`config.mk`:
```
export PLATFORM = sky130hd
export DESIGN_NAME = i2c_strap_slave
export DESIGN_NICKNAME = d
export VERILOG_FILES = /design/src/rtl/i2cs_pkg.sv /design/src/rtl/i2cs_line_sync.sv /design/src/rtl/i2cs_idle_watch.sv /design/src/rtl/i2cs_addr_latch.sv /design/src/rtl/i2c_strap_slave.sv
export SDC_FILE = /design/constraint.sdc
export NUM_CORES = 1
export LEC_CHECK = 0
export BUFFER_PORTS_ARGS = -buffer_cell sky130_fd_sc_hd__buf_2
export CORE_MARGIN = 2
export CORE_UTILIZATION = 55
export DETAILED_ROUTE_END_ITERATION = 10
export GPL_ROUTABILITY_DRIVEN = 0
export GPL_TIMING_DRIVEN = 0
export PLACE_DENSITY = 0.76
export SLEW_MARGIN = 20
export SYNTH_ARGS = -nofsm -noshare
export SYNTH_HDL_FRONTEND = slang
export SYNTH_SLANG_ARGS = --single-unit
```
`constraint.sdc`:
```
create_clock -name clk -period 2.9 [get_ports clk]
set_input_delay 0.29 -clock clk [delete_from_list [all_inputs] [get_ports clk]]
set_output_delay 0.29 -clock clk [all_outputs]
set_load 0.01 [all_outputs]
```
`src/rtl/i2cs_pkg.sv`:
```
package i2cs_pkg;
  localparam int BYTE_W  = 8;
  localparam int STRAP_W = 3;
  localparam logic [3:0] ADDR_HI = 4'b1001;

  typedef enum logic [2:0] {
    ST_IDLE,
    ST_ADDR,
    ST_ACK,
    ST_WDATA,
    ST_RDATA,
    ST_RACK,
    ST_RNEXT
  } slv_state_e;
endpackage

```
`src/rtl/i2cs_line_sync.sv`:
```
module i2cs_line_sync #(
  parameter int STAGES = 2
) (
  input  logic clk,
  input  logic rst_n,
  input  logic scl_i,
  input  logic sda_i,
  output logic scl_lvl,
  output logic sda_lvl,
  output logic scl_rise,
  output logic scl_fall,
  output logic sda_edge,
  output logic start_det,
  output logic stop_det
);
  logic [STAGES:0] scl_sh, sda_sh;
  logic scl_prev, sda_prev;

  always_ff @(posedge clk or negedge rst_n) begin
    if (!rst_n) begin
      scl_sh <= '1;
      sda_sh <= '1;
    end else begin
      scl_sh <= {scl_sh[STAGES-1:0], scl_i};
      sda_sh <= {sda_sh[STAGES-1:0], sda_i};
    end
  end

  assign scl_lvl   = scl_sh[STAGES-1];
  assign sda_lvl   = sda_sh[STAGES-1];
  assign scl_prev  = scl_sh[STAGES];
  assign sda_prev  = sda_sh[STAGES];
  assign scl_rise  = scl_lvl & ~scl_prev;
  assign scl_fall  = ~scl_lvl & scl_prev;
  assign sda_edge  = sda_lvl ^ sda_prev;
  assign start_det = scl_lvl & scl_prev & sda_prev & ~sda_lvl;
  assign stop_det  = scl_lvl & scl_prev & ~sda_prev & sda_lvl;
endmodule

```
`src/rtl/i2cs_idle_watch.sv`:
```
module i2cs_idle_watch #(
  parameter int TIMEOUT_CYC = 1500000
) (
  input  logic clk,
  input  logic rst_n,
  input  logic active,
  input  logic sda_edge,
  output logic expire
);
  localparam int CW = $clog2(TIMEOUT_CYC + 1);
  localparam logic [CW-1:0] LIMIT = CW'(TIMEOUT_CYC - 1);

  logic [CW-1:0] quiet;

  always_ff @(posedge clk or negedge rst_n) begin
    if (!rst_n)                  quiet <= '0;
    else if (!active || sda_edge) quiet <= '0;
    else if (quiet != LIMIT)     quiet <= quiet + 1'b1;
  end

  assign expire = active && (quiet == LIMIT);
endmodule

```
`src/rtl/i2cs_addr_latch.sv`:
```
module i2cs_addr_latch #(
  parameter int LOW_W = 3
) (
  input  logic             clk,
  input  logic             rst_n,
  input  logic [LOW_W-1:0] strap,
  input  logic             match_hit,
  output logic [LOW_W-1:0] low_bits,
  output logic             locked
);
  logic             seen_once;
  logic [LOW_W-1:0] frozen;

  always_ff @(posedge clk or negedge rst_n) begin
    if (!rst_n) begin
      seen_once <= 1'b0;
      locked    <= 1'b0;
      frozen    <= '0;
    end else if (match_hit && !locked) begin
      if (seen_once) begin
        frozen <= strap;
        locked <= 1'b1;
      end else begin
        seen_once <= 1'b1;
      end
    end
  end

  assign low_bits = locked ? frozen : strap;
endmodule

```
`src/rtl/i2c_strap_slave.sv`:
```
module i2c_strap_slave
  import i2cs_pkg::*;
#(
  parameter int TIMEOUT_CYC = 1500000,
  parameter int SYNC_STAGES = 2
) (
  input  logic               clk,
  input  logic               rst_n,
  input  logic               scl_i,
  input  logic               sda_i,
  output logic               sda_oe,
  input  logic [STRAP_W-1:0] strap,
  input  logic [BYTE_W-1:0]  rd_data,
  output logic               wr_valid,
  output logic [BYTE_W-1:0]  wr_data,
  output logic               rd_req,
  output logic               start_pulse,
  output logic               txn_rw,
  output logic               addr_locked
);
  localparam int CNT_W = $clog2(BYTE_W) + 1;
  localparam logic [CNT_W-1:0] LAST_BIT = CNT_W'(BYTE_W - 1);
  localparam logic [CNT_W-1:0] ALL_BITS = CNT_W'(BYTE_W);

  logic scl_lvl, sda_lvl, scl_rise, scl_fall, sda_edge, start_det, stop_det;
  logic expire, match_hit, addr_ok, ack_on, rw;
  logic [STRAP_W-1:0] low_bits;
  slv_state_e st;
  logic [CNT_W-1:0]  cnt;
  logic [BYTE_W-2:0] shreg;
  logic [BYTE_W-1:0] tx;

  i2cs_line_sync #(.STAGES(SYNC_STAGES)) u_sync (
    .clk(clk), .rst_n(rst_n), .scl_i(scl_i), .sda_i(sda_i),
    .scl_lvl(scl_lvl), .sda_lvl(sda_lvl), .scl_rise(scl_rise),
    .scl_fall(scl_fall), .sda_edge(sda_edge),
    .start_det(start_det), .stop_det(stop_det)
  );

  i2cs_idle_watch #(.TIMEOUT_CYC(TIMEOUT_CYC)) u_watch (
    .clk(clk), .rst_n(rst_n), .active(st != ST_IDLE),
    .sda_edge(sda_edge), .expire(expire)
  );

  i2cs_addr_latch #(.LOW_W(STRAP_W)) u_latch (
    .clk(clk), .rst_n(rst_n), .strap(strap), .match_hit(match_hit),
    .low_bits(low_bits), .locked(addr_locked)
  );

  assign addr_ok   = (shreg[6:3] == ADDR_HI) && (shreg[2:0] == low_bits);
  assign match_hit = (st == ST_ADDR) && scl_rise && (cnt == LAST_BIT) && addr_ok
                     && !expire && !start_det && !stop_det;

  always_ff @(posedge clk or negedge rst_n) begin
    if (!rst_n) begin
      st <= ST_IDLE;  cnt <= '0;  shreg <= '0;  tx <= '0;
      sda_oe <= 1'b0; ack_on <= 1'b0; rw <= 1'b0;
      wr_valid <= 1'b0; wr_data <= '0; rd_req <= 1'b0;
      start_pulse <= 1'b0; txn_rw <= 1'b0;
    end else begin
      wr_valid    <= 1'b0;
      rd_req      <= 1'b0;
      start_pulse <= 1'b0;
      if (rd_req) tx <= rd_data;
      if (expire) begin
        st <= ST_IDLE;  sda_oe <= 1'b0;
      end else if (start_det) begin
        st <= ST_ADDR;  cnt <= '0;  sda_oe <= 1'b0;
      end else if (stop_det) begin
        st <= ST_IDLE;  sda_oe <= 1'b0;
      end else begin
        case (st)
          ST_ADDR: if (scl_rise) begin
            shreg <= {shreg[BYTE_W-3:0], sda_lvl};
            if (cnt == LAST_BIT) begin
              if (match_hit) begin
                st <= ST_ACK;  ack_on <= 1'b0;  rw <= sda_lvl;
                start_pulse <= 1'b1;  txn_rw <= sda_lvl;  rd_req <= sda_lvl;
              end else begin
                st <= ST_IDLE;
              end
            end else begin
              cnt <= cnt + 1'b1;
            end
          end
          ST_ACK: if (scl_fall) begin
            if (!ack_on) begin
              sda_oe <= 1'b1;  ack_on <= 1'b1;
            end else begin
              ack_on <= 1'b0;  cnt <= '0;
              if (rw) begin
                sda_oe <= ~tx[BYTE_W-1];  st <= ST_RDATA;
              end else begin
                sda_oe <= 1'b0;  st <= ST_WDATA;
              end
            end
          end
          ST_WDATA: if (scl_rise) begin
            shreg <= {shreg[BYTE_W-3:0], sda_lvl};
            if (cnt == LAST_BIT) begin
              wr_valid <= 1'b1;  wr_data <= {shreg, sda_lvl};
              st <= ST_ACK;  ack_on <= 1'b0;
            end else begin
              cnt <= cnt + 1'b1;
            end
          end
          ST_RDATA: begin
            if (scl_rise) cnt <= cnt + 1'b1;
            else if (scl_fall) begin
              if (cnt == ALL_BITS) begin
                sda_oe <= 1'b0;  st <= ST_RACK;
              end else begin
                sda_oe <= ~tx[3'(LAST_BIT - cnt)];
              end
            end
          end
          ST_RACK: if (scl_rise) begin
            if (!sda_lvl) begin
              rd_req <= 1'b1;  st <= ST_RNEXT;
            end else begin
              st <= ST_IDLE;
            end
          end
          ST_RNEXT: if (scl_fall) begin
            sda_oe <= ~tx[BYTE_W-1];  cnt <= '0;  st <= ST_RDATA;
          end
          default: sda_oe <= 1'b0;
        endcase
      end
    end
  end
endmodule

```
# Word level (Yosys, flattened, before mapping)
# Cells that the tools add are included.
# word_totals
ram_bits	0
latchBits	0
elab_cells	178
rom_bits	0
regBits	68
output_inout_bits	14
input_bits	15
memories	0
# classes
div_mod_pow	0
n_eq_ne	37
n_reduce_logical	30
addsub	3
n_shift	0
bitwise	17
mul	0
n_mux	73
n_lt_le_gt_ge	1
# ops
operator	n
2-to-1 mux 3 bit	17
!= test 5 bit, second input constant	10
2-to-1 mux 21 bit	2
2-to-1 mux 1 bit	39
2-to-1 mux 4 bit	8
adder 21 x 1 -> 21 bit, second input constant	1
== test 21 bit, second input constant	1
!= test 21 bit, second input constant	1
one-hot mux 3 bit (6 select lines)	1
one-hot mux 4 bit (4 select lines)	1
!= test 3 bit, second input constant	5
AND reduction 12 bit	1
!= test 2 bit, second input constant	5
AND reduction 10 bit	1
AND reduction 5 bit	2
== test 3 bit, second input constant	3
logical AND 1 bit	9
inverter 1 bit	9
AND reduction 9 bit	1
nonzero test 9 bit	1
== test 4 bit, second input constant	2
bitwise AND 1 bit	7
AND reduction 7 bit	1
== test 3 x 2 -> 1 bit, second input constant	2
other kinds (25)	31

# Depth between registers and ports, before layout
# Gate-level depths: netlist (run 1).
# depth
word_depth	15
depth_mapped	8
ltp_nobuf	7

# Hierarchy
# From an unflattened synthesis (run 1), not the netlist that was laid out.
# unflattened
cells_unflattened	326
hier_area_um2	3590.9
# modules_own_cells
mod	cells_each	instances	area_per_inst_um2	seq_area_each_um2
i2c_strap_slave	165	1	1900.6	900.9
i2cs_idle_watch	134	1	1248.7	525.5
i2cs_addr_latch	16	1	242.7	125.1
i2cs_line_sync	11	1	198.9	157.7

# Worst setup path after synthesis (run 1)
# Ideal clock, no wire load.
# synth_timing
kind	register to register
startpoint	register u_watch.quiet[11]
endpoint	register shreg[0]
setup_slack_ns	0.764
period_less_slack_ns	2.136
t_required_ns	2.775
setup_ns	0.125
n_path_buf	1
stages_incl_launch_ff	7
t_arrival_ns	2.011
cell_sequence	dfrtp_1 or4b_1 nor4_4 nand3_2 buf_6 nand3_4 mux2_2
# synth_between
elab_chain_cells	4
# synth_lines
element	line	source
from (decl)	i2cs_idle_watch.sv:13	logic [CW-1:0] quiet;
from (signal assigned)	i2cs_idle_watch.sv:18	else if (quiet != LIMIT) quiet <= quiet + 1'b1;
== test 21 bit	i2cs_idle_watch.sv:21	assign expire = active && (quiet == LIMIT);
logical AND 1 bit	i2cs_idle_watch.sv:21	
inverter 1 bit (no source line)	n/a	
AND reduction 5 bit (no source line)	n/a	
to (signal assigned)	i2c_strap_slave.sv:74	shreg <= {shreg[BYTE_W-3:0], sda_lvl};
to (signal assigned)	i2c_strap_slave.sv:99	shreg <= {shreg[BYTE_W-3:0], sda_lvl};
to (decl)	i2c_strap_slave.sv:30	logic [BYTE_W-2:0] shreg;
# No other way between the ends.
# A chain may end at the register's enable or synchronous reset.

# Worst setup path in the final report (run 1)
# layout_timing
startpoint	register cnt[0]
endpoint	register u_latch.frozen[0]
# layout_between
elab_chain_cells	8
# layout_lines
element	line	source
from (decl)	i2c_strap_slave.sv:29	logic [CNT_W-1:0] cnt;
from (signal assigned)	i2c_strap_slave.sv:83	cnt <= cnt + 1'b1;
from (signal assigned)	i2c_strap_slave.sv:104	cnt <= cnt + 1'b1;
from (signal assigned)	i2c_strap_slave.sv:108	if (scl_rise) cnt <= cnt + 1'b1;
== test 4 x 3 -> 1 bit	i2c_strap_slave.sv:51	assign match_hit = (st == ST_ADDR) && scl_rise && (cnt == LAST_BIT) && addr_ok
logical AND 1 bit (2 in a row)	i2c_strap_slave.sv:51	
logical AND 1 bit (3 in a row)	i2c_strap_slave.sv:52	&& !expire && !start_det && !stop_det;
logical AND 1 bit	i2cs_addr_latch.sv:19	end else if (match_hit && !locked) begin
AND reduction 2 bit (no source line)	n/a	
to (signal assigned)	i2cs_addr_latch.sv:21	frozen <= strap;
to (decl)	i2cs_addr_latch.sv:12	logic [LOW_W-1:0] frozen;
# No other way between the ends.

==> results of run 1 <==
layer usage:
layer  global-route usage  vias up
met3               0.0328       10
met4               0.0879        0
met5                    0        -
met1                0.302     1224
li1                     -     1226
met2                0.332       59
synth_stat cells, types with 7 or more instances:
cell,n,area share
nand2_1,17,0.019
nand3_1,13,0.019
clkbuf_1,14,0.015
o21ai_0,7,0.010
inv_1,8,0.0088
a31oi_1,9,0.016
mux2_2,25,0.082
dfrtp_1,62,0.45
nor2_1,28,0.031
nand4_1,11,0.020
xor2_1,11,0.028
xnor2_1,7,0.018
cell type report:
class                      instances  area [um^2]  share of cell area
timing repair buffer              30          180              0.0458
inverter                           8         30.0             0.00764
sequential                        68         1710               0.435
clock inverter                     6          113              0.0286
tap                               75         93.8              0.0239
clock buffer                      10          128              0.0325
multi-input combinational        220         1610               0.408
buffer                            17         73.8              0.0188
how the worst min path moves through the flow:
stage | end | cells past startpoint | startpoint | slack (ns)
finish | u_sync.scl_sh[0] | 1 | scl_i | 0.04
global route | u_sync.scl_sh[0] | 1 | scl_i | 0.02
CTS | u_sync.scl_sh[0] | 1 | scl_i | 0.02
detailed placement | tx[2] | 1 | rst_n | 0.18
global placement | u_sync.sda_sh[1] | 0 | u_sync.sda_sh[0] | 0.35
floorplan | ack_on | 0 | rst_n | -0.006
critical path: stages (launching register included):
cell	delay, ns
dfrtp_1	0.46
ha_1	0.22
and3b_1	0.18
clkbuf_1	0.29
nand3_1	0.14
nor4_2	0.36
nand4_1	0.25
mux2_2	0.33
cells by family after synthesis:
kind of cell | count (synthesis)
XOR/XNOR | 18
AO/OA/AOI/OAI | 50
flip-flops | 68
buffers and inverters | 25
AND/OR/NAND/NOR | 116
adder cells (fa/ha/maj) | 3
multiplexers | 33
power breakdown:
part	internal, mW	total, mW	switching, mW
registers	1.01	1.08	0.0686
clock network	0.573	0.934	0.361
logic	0.130	0.266	0.136
through the flow:
| stage | worst slack [ns] | utilization | cells |
|---|---|---|---|
| after floorplan | 0.764 | - | 313 |
| after detailed placement | 0.598 | 0.618 | 417 |
| after CTS | 0.582 | 0.660 | 434 |
| after global routing | 0.303 | 0.660 | 434 |
| after global placement | 0.612 | 0.613 | 416 |
| final | 0.565 | 0.660 | 434 |
repair_timing:
action	4_1_cts	5_1_grt
hold endpoints to repair	15	0
buffers inserted	0	0
hold buffers	1	0
sequential cells by signal, indices dropped and copies added, names as in the netlist, 3 cells and up:
register,cells
u_sync.scl_sh,3
wr_data,8
tx,8
cnt,4
st,3
u_latch.frozen,3
u_watch.quiet,21
u_sync.sda_sh,3
shreg,7
==> results.yml, run 1 <==
worst_setup_path:
  timing.rr.end: "u_latch.frozen[0]"
  crit_required_ns: 3.13
  arrival_ns: 2.57
  rr_worst_depth: 7
  r2r_start: "cnt[0]"
  r2r_slack_ns: 0.57
  startpoint: "cnt[0]"
  crit_type: "flip-flop to flip-flop"
  endpoint_kind: "flip-flop"
  worstPathMaxFanout: 7
  startpoint_type: "flip-flop"
  cp-endpoint: "u_latch.frozen[0]"
place:
  portBuffers: 28
  dp_hpwl_mm: 4.73
  dpl_cell_area_mm2: 0.00368
final_layout:
  postLayoutCellArea_mm2: 0.00393
  fillers: 465
  fin_nets: 372
  final_common_cell: "dfrtp_1"
  antennaDiodeCount: 0
  synthToLayoutAreaGrowth_pct: 15.0
  drive_gt1_frac: 0.248
  layout_common_cells: "dfrtp_1, buf_2, nor2_1"
timing:
  timing.final.crit_share: 0.805
  period_needed_ns: 2.33
  report.final.slew_viol_count: 0
  rsz0062_at_grt: "no"
  tns_ns: 0
  relSlewSlack: 0.676
  tightest_slew_ns: 0.486
  fin_skew_ns: 0.00789
  finalSetupViolations: 0
  whs_ns: 0.0386
  fmax_ghz: 0.428
  hold_violations: 0
routing:
  totalWireLength_mm: 6.83
  first_iter_violations: 207
  post_drt_wl_per_cell_um: 15.7
  drt-met1-wl_mm: 3.18
  dr_wl_met3_um: 246
  drc_errors: 0
  ant_nets: 0
  dr.pass1.iters: 7
  vias: 2519
  highest_layer: "met4"
  routed-wl-met2_mm: 3.28
  viasPerCell: 5.80
power_and_ir_drop:
  power.density_mw_per_mm2: 579
  power_mw: 2.28
  ir_worst_vdd_mv: 0.431
  cellLeakagePower_nw: 1.79
logic_synthesis:
  syn_inst: 313
  synth_xor_area_frac: 0.0461
  yosys_warnings: 0
  syn_avg_cell_area_um2: 10.9
  synth_nets: 331
  synthSimpleGateAreaFrac: 0.200
  synth_edf_count: 0
  synth_top_family_by_area: "simple AND/OR/NAND/NOR gates"
  syn-cell-area_mm2: 0.00342
  ys_types: 59
  synthFlopType: "dfrtp_1"
  synth_adder_area_share: 0.0110
  synth_mux_area_frac: 0.113
  synthArstFlopShare: 1.00
  synth_seq_cells: 68
  ys_seq_area_frac: 0.500
  synth_compound_area_frac: 0.0988
cts:
  cts_root_buf: "clkbuf_8"
  worstSkewPairLatency_ns: 0.34
  clk_path_buf_depth: 2
  cts_buffers: 9
  htreeDepth: 3
  cts_tree: "yes"
  numClockSinks: 68
  cts.clk_slew.worst_paths_ns: 0.08
  cts_repair_resize_count: 0
floorplanning:
  core-area_mm2: 0.00596
  row_count: 28
  io_pins: 29
  die_area_mm2: 0.00686
  start_util: 0.574
  chipHeight_um: 82.8
  die-width_um: 82.8
global_routing:
  grt_pass1_vias: 2520
  grt-ovfl-total: 0
  grt_use_total: 0.214
  antenna_found_initial: 0
  grt_max_degree: 53
  grt_first_pass_wirelength_mm: 12.0
flow_run:
  cap_violations: 0
outcome:
  status: "complete, no violations"
min_path:
  hold_path_class: "input pin to flip-flop"
Power figures use the tool's default switching activity.
==> inputs of run 2 (changes only) <==
- CORE_UTILIZATION: 55 -> 54
- PLACE_DENSITY: 0.76 -> 0.78
- clock period: 2.9 -> 1.9 ns (I/O delays scaled with it)
==> run 2 against run 1 <==
Compared with the run above: the run now ends with negative setup slack left; die area rose by 1.8%; first-iteration DRC count rose by 23%; routed wire length rose by 22%; non-clock buffer count rose by 21; flip-flop and latch count did not move; critical path type unchanged.
==> results.yml, run 2 (synthesized netlist as in run 1, its figures left out) <==
power_and_ir_drop:
  power.density_mw_per_mm2: 741
  cellLeakagePower_nw: 2.00
  ir_worst_vdd_mv: 0.609
worst_setup_path:
  crit_required_ns: 2.13
  arrival_ns: 2.48
  worstPathMaxFanout: 7
  path_delay_family: "simple AND/OR/NAND/NOR gates"
  slowest_delay_ns: 0.55
  critical_path.slowest_cell: "or4b_4"
  endpoint_kind: "flip-flop"
  cp.buffers_inverters: 2
  startpoint_type: "flip-flop"
  path_cells: "or4b_4, nor4_4, buf_4, nand3_4, buf_6, nand3_4, mux2_4"
  path_common_cell: "nand3_4"
  crit_type: "flip-flop to flip-flop"
global_routing:
  grt_pass1_vias: 2656
  grt_first_pass_wirelength_mm: 12.6
  grt_use_total: 0.225
  grt-ovfl-total: 0
  antenna_found_initial: 0
  grt_max_degree: 40
routing:
  dr.pass1.iters: 5
  totalWireLength_mm: 8.33
  ant_nets: 0
  drc_errors: 0
  vias: 2798
  post_drt_wl_per_cell_um: 18.3
  first_iter_violations: 255
  viasPerCell: 6.14
timing:
  hold_violations: 0
  whs_ns: 0.0646
  rsz0062_at_grt: "yes"
  finalSetupViolations: 38
  setup_slack_ns: -0.342
  report.final.slew_viol_count: 0
  fmax_ghz: 0.446
  tns_ns: -9.20
  timing.final.crit_share: 1.18
  tightest_slew_ns: 0.541
  period_needed_ns: 2.24
  fin_skew_ns: 0.00478
  relSlewSlack: 0.638
place:
  dp_hpwl_mm: 4.78
  portBuffers: 28
  dpl_cell_area_mm2: 0.00369
  placedCellCount: 417
flow_run:
  cap_violations: 0
final_layout:
  synthToLayoutAreaGrowth_pct: 28.3
  antennaDiodeCount: 0
  layout_common_cells: "dfrtp_1, nor2_1, buf_2"
  fin_cells: 456
  final_core_utilization: 0.728
  fin_nets: 394
  top_register: "u_watch.quiet"
  largest_registers: "u_watch.quiet x21, tx x8, wr_data x8"
  final_common_cell: "dfrtp_1"
  largest_register_ffs: 21
  drive_gt1_frac: 0.370
  postLayoutCellArea_mm2: 0.00439
outcome:
  violations: "negative setup slack"
  status: "finished, violations left"
min_path:
  hold_path_class: "input pin to flip-flop"
cts:
  numClockSinks: 68
  clk_path_buf_depth: 2
  htreeDepth: 3
  cts_root_buf: "clkbuf_8"
  cts_buffers: 9
  cts.clk_slew.worst_paths_ns: 0.08
  cts_tree: "yes"
  worstSkewPairLatency_ns: 0.35
floorplanning:
  io_pins: 29
  core-area_mm2: 0.00603
  die_area_mm2: 0.00698
  die-width_um: 83.6
  start_util: 0.567
  chipHeight_um: 83.6
  row_count: 28
==> run 2: cell types whose count changed in the layout (fill, tap and decap cells not counted), moves of 3 or more <==
| cell | delta |
|---|---|
| buf_12 | +3 |
| mux2_4 | +16 |
| bufinv_16 | -3 |
| clkbuf_1 | -7 |
| buf_4 | +14 |
| mux2_2 | -15 |
| nand3_4 | +3 |
| buf_6 | +8 |
| nand3_1 | -4 |
==> run 2: area by class of cell <==
cell class                 instances  area, um^2
inverter                           8        30.0
fill                             389        1640
sequential                        68        1710
clock buffer                      10         128
timing repair buffer              54         409
clock inverter                     6        42.5
multi-input combinational        221        1890
buffer                            14        85.1
tap                               75        93.8
==> run 2: timing repair <==
| action | 4_1_cts | 5_1_grt |
|---|---|---|
| resized for setup | 41 | 28 |
| hold buffers | 3 | 0 |
| setup endpoints to repair | 41 | 50 |
| endpoints found under the hold margin | 28 | 0 |
| pin swaps | 7 | 10 |
| setup buffers | 13 | 10 |
| gates cloned | 0 | 1 |
==> run 2: path summary, 6_finish.rpt <==
path,start,slack (ns),to,cells past startpoint
worst max-delay path,u_watch.quiet[12],-0.34,shreg[2],7
min in group asynchronous,rst_n,0.30,u_watch.quiet[11],2
worst min-delay path,rd_data[0],0.06,tx[0],2
max in group asynchronous,rst_n,1.01,u_sync.sda_sh[2],3
worst max register to register,u_watch.quiet[12],-0.34,shreg[2],7
worst min register to register,u_sync.sda_sh[0],0.36,u_sync.sda_sh[1],0
==> run 2: stage by stage <==
stage	setup slack [ns]	power, mW
floorplan	-0.190	1.93
global placement	-0.337	2.05
detailed placement	-0.385	2.07
CTS	-0.278	3.19
global route	-0.425	3.39
finish	-0.342	3.25
==> run 2: power breakdown <==
group	internal, mW	leakage (nW)	total, mW	switching [mW]
Sequential	1.54	0.897	1.66	0.126
Clock	0.473	0.0822	1.06	0.582
Combinational	0.267	1.02	0.530	0.264
==> run 2: routing by layer <==
metal,GRT usage,wire length (um),up-vias
met3,0.0465,440,26
met4,0.126,264,0
met2,0.340,4110,119
li1,-,-,1273
met5,0,0,-
met1,0.302,3510,1380
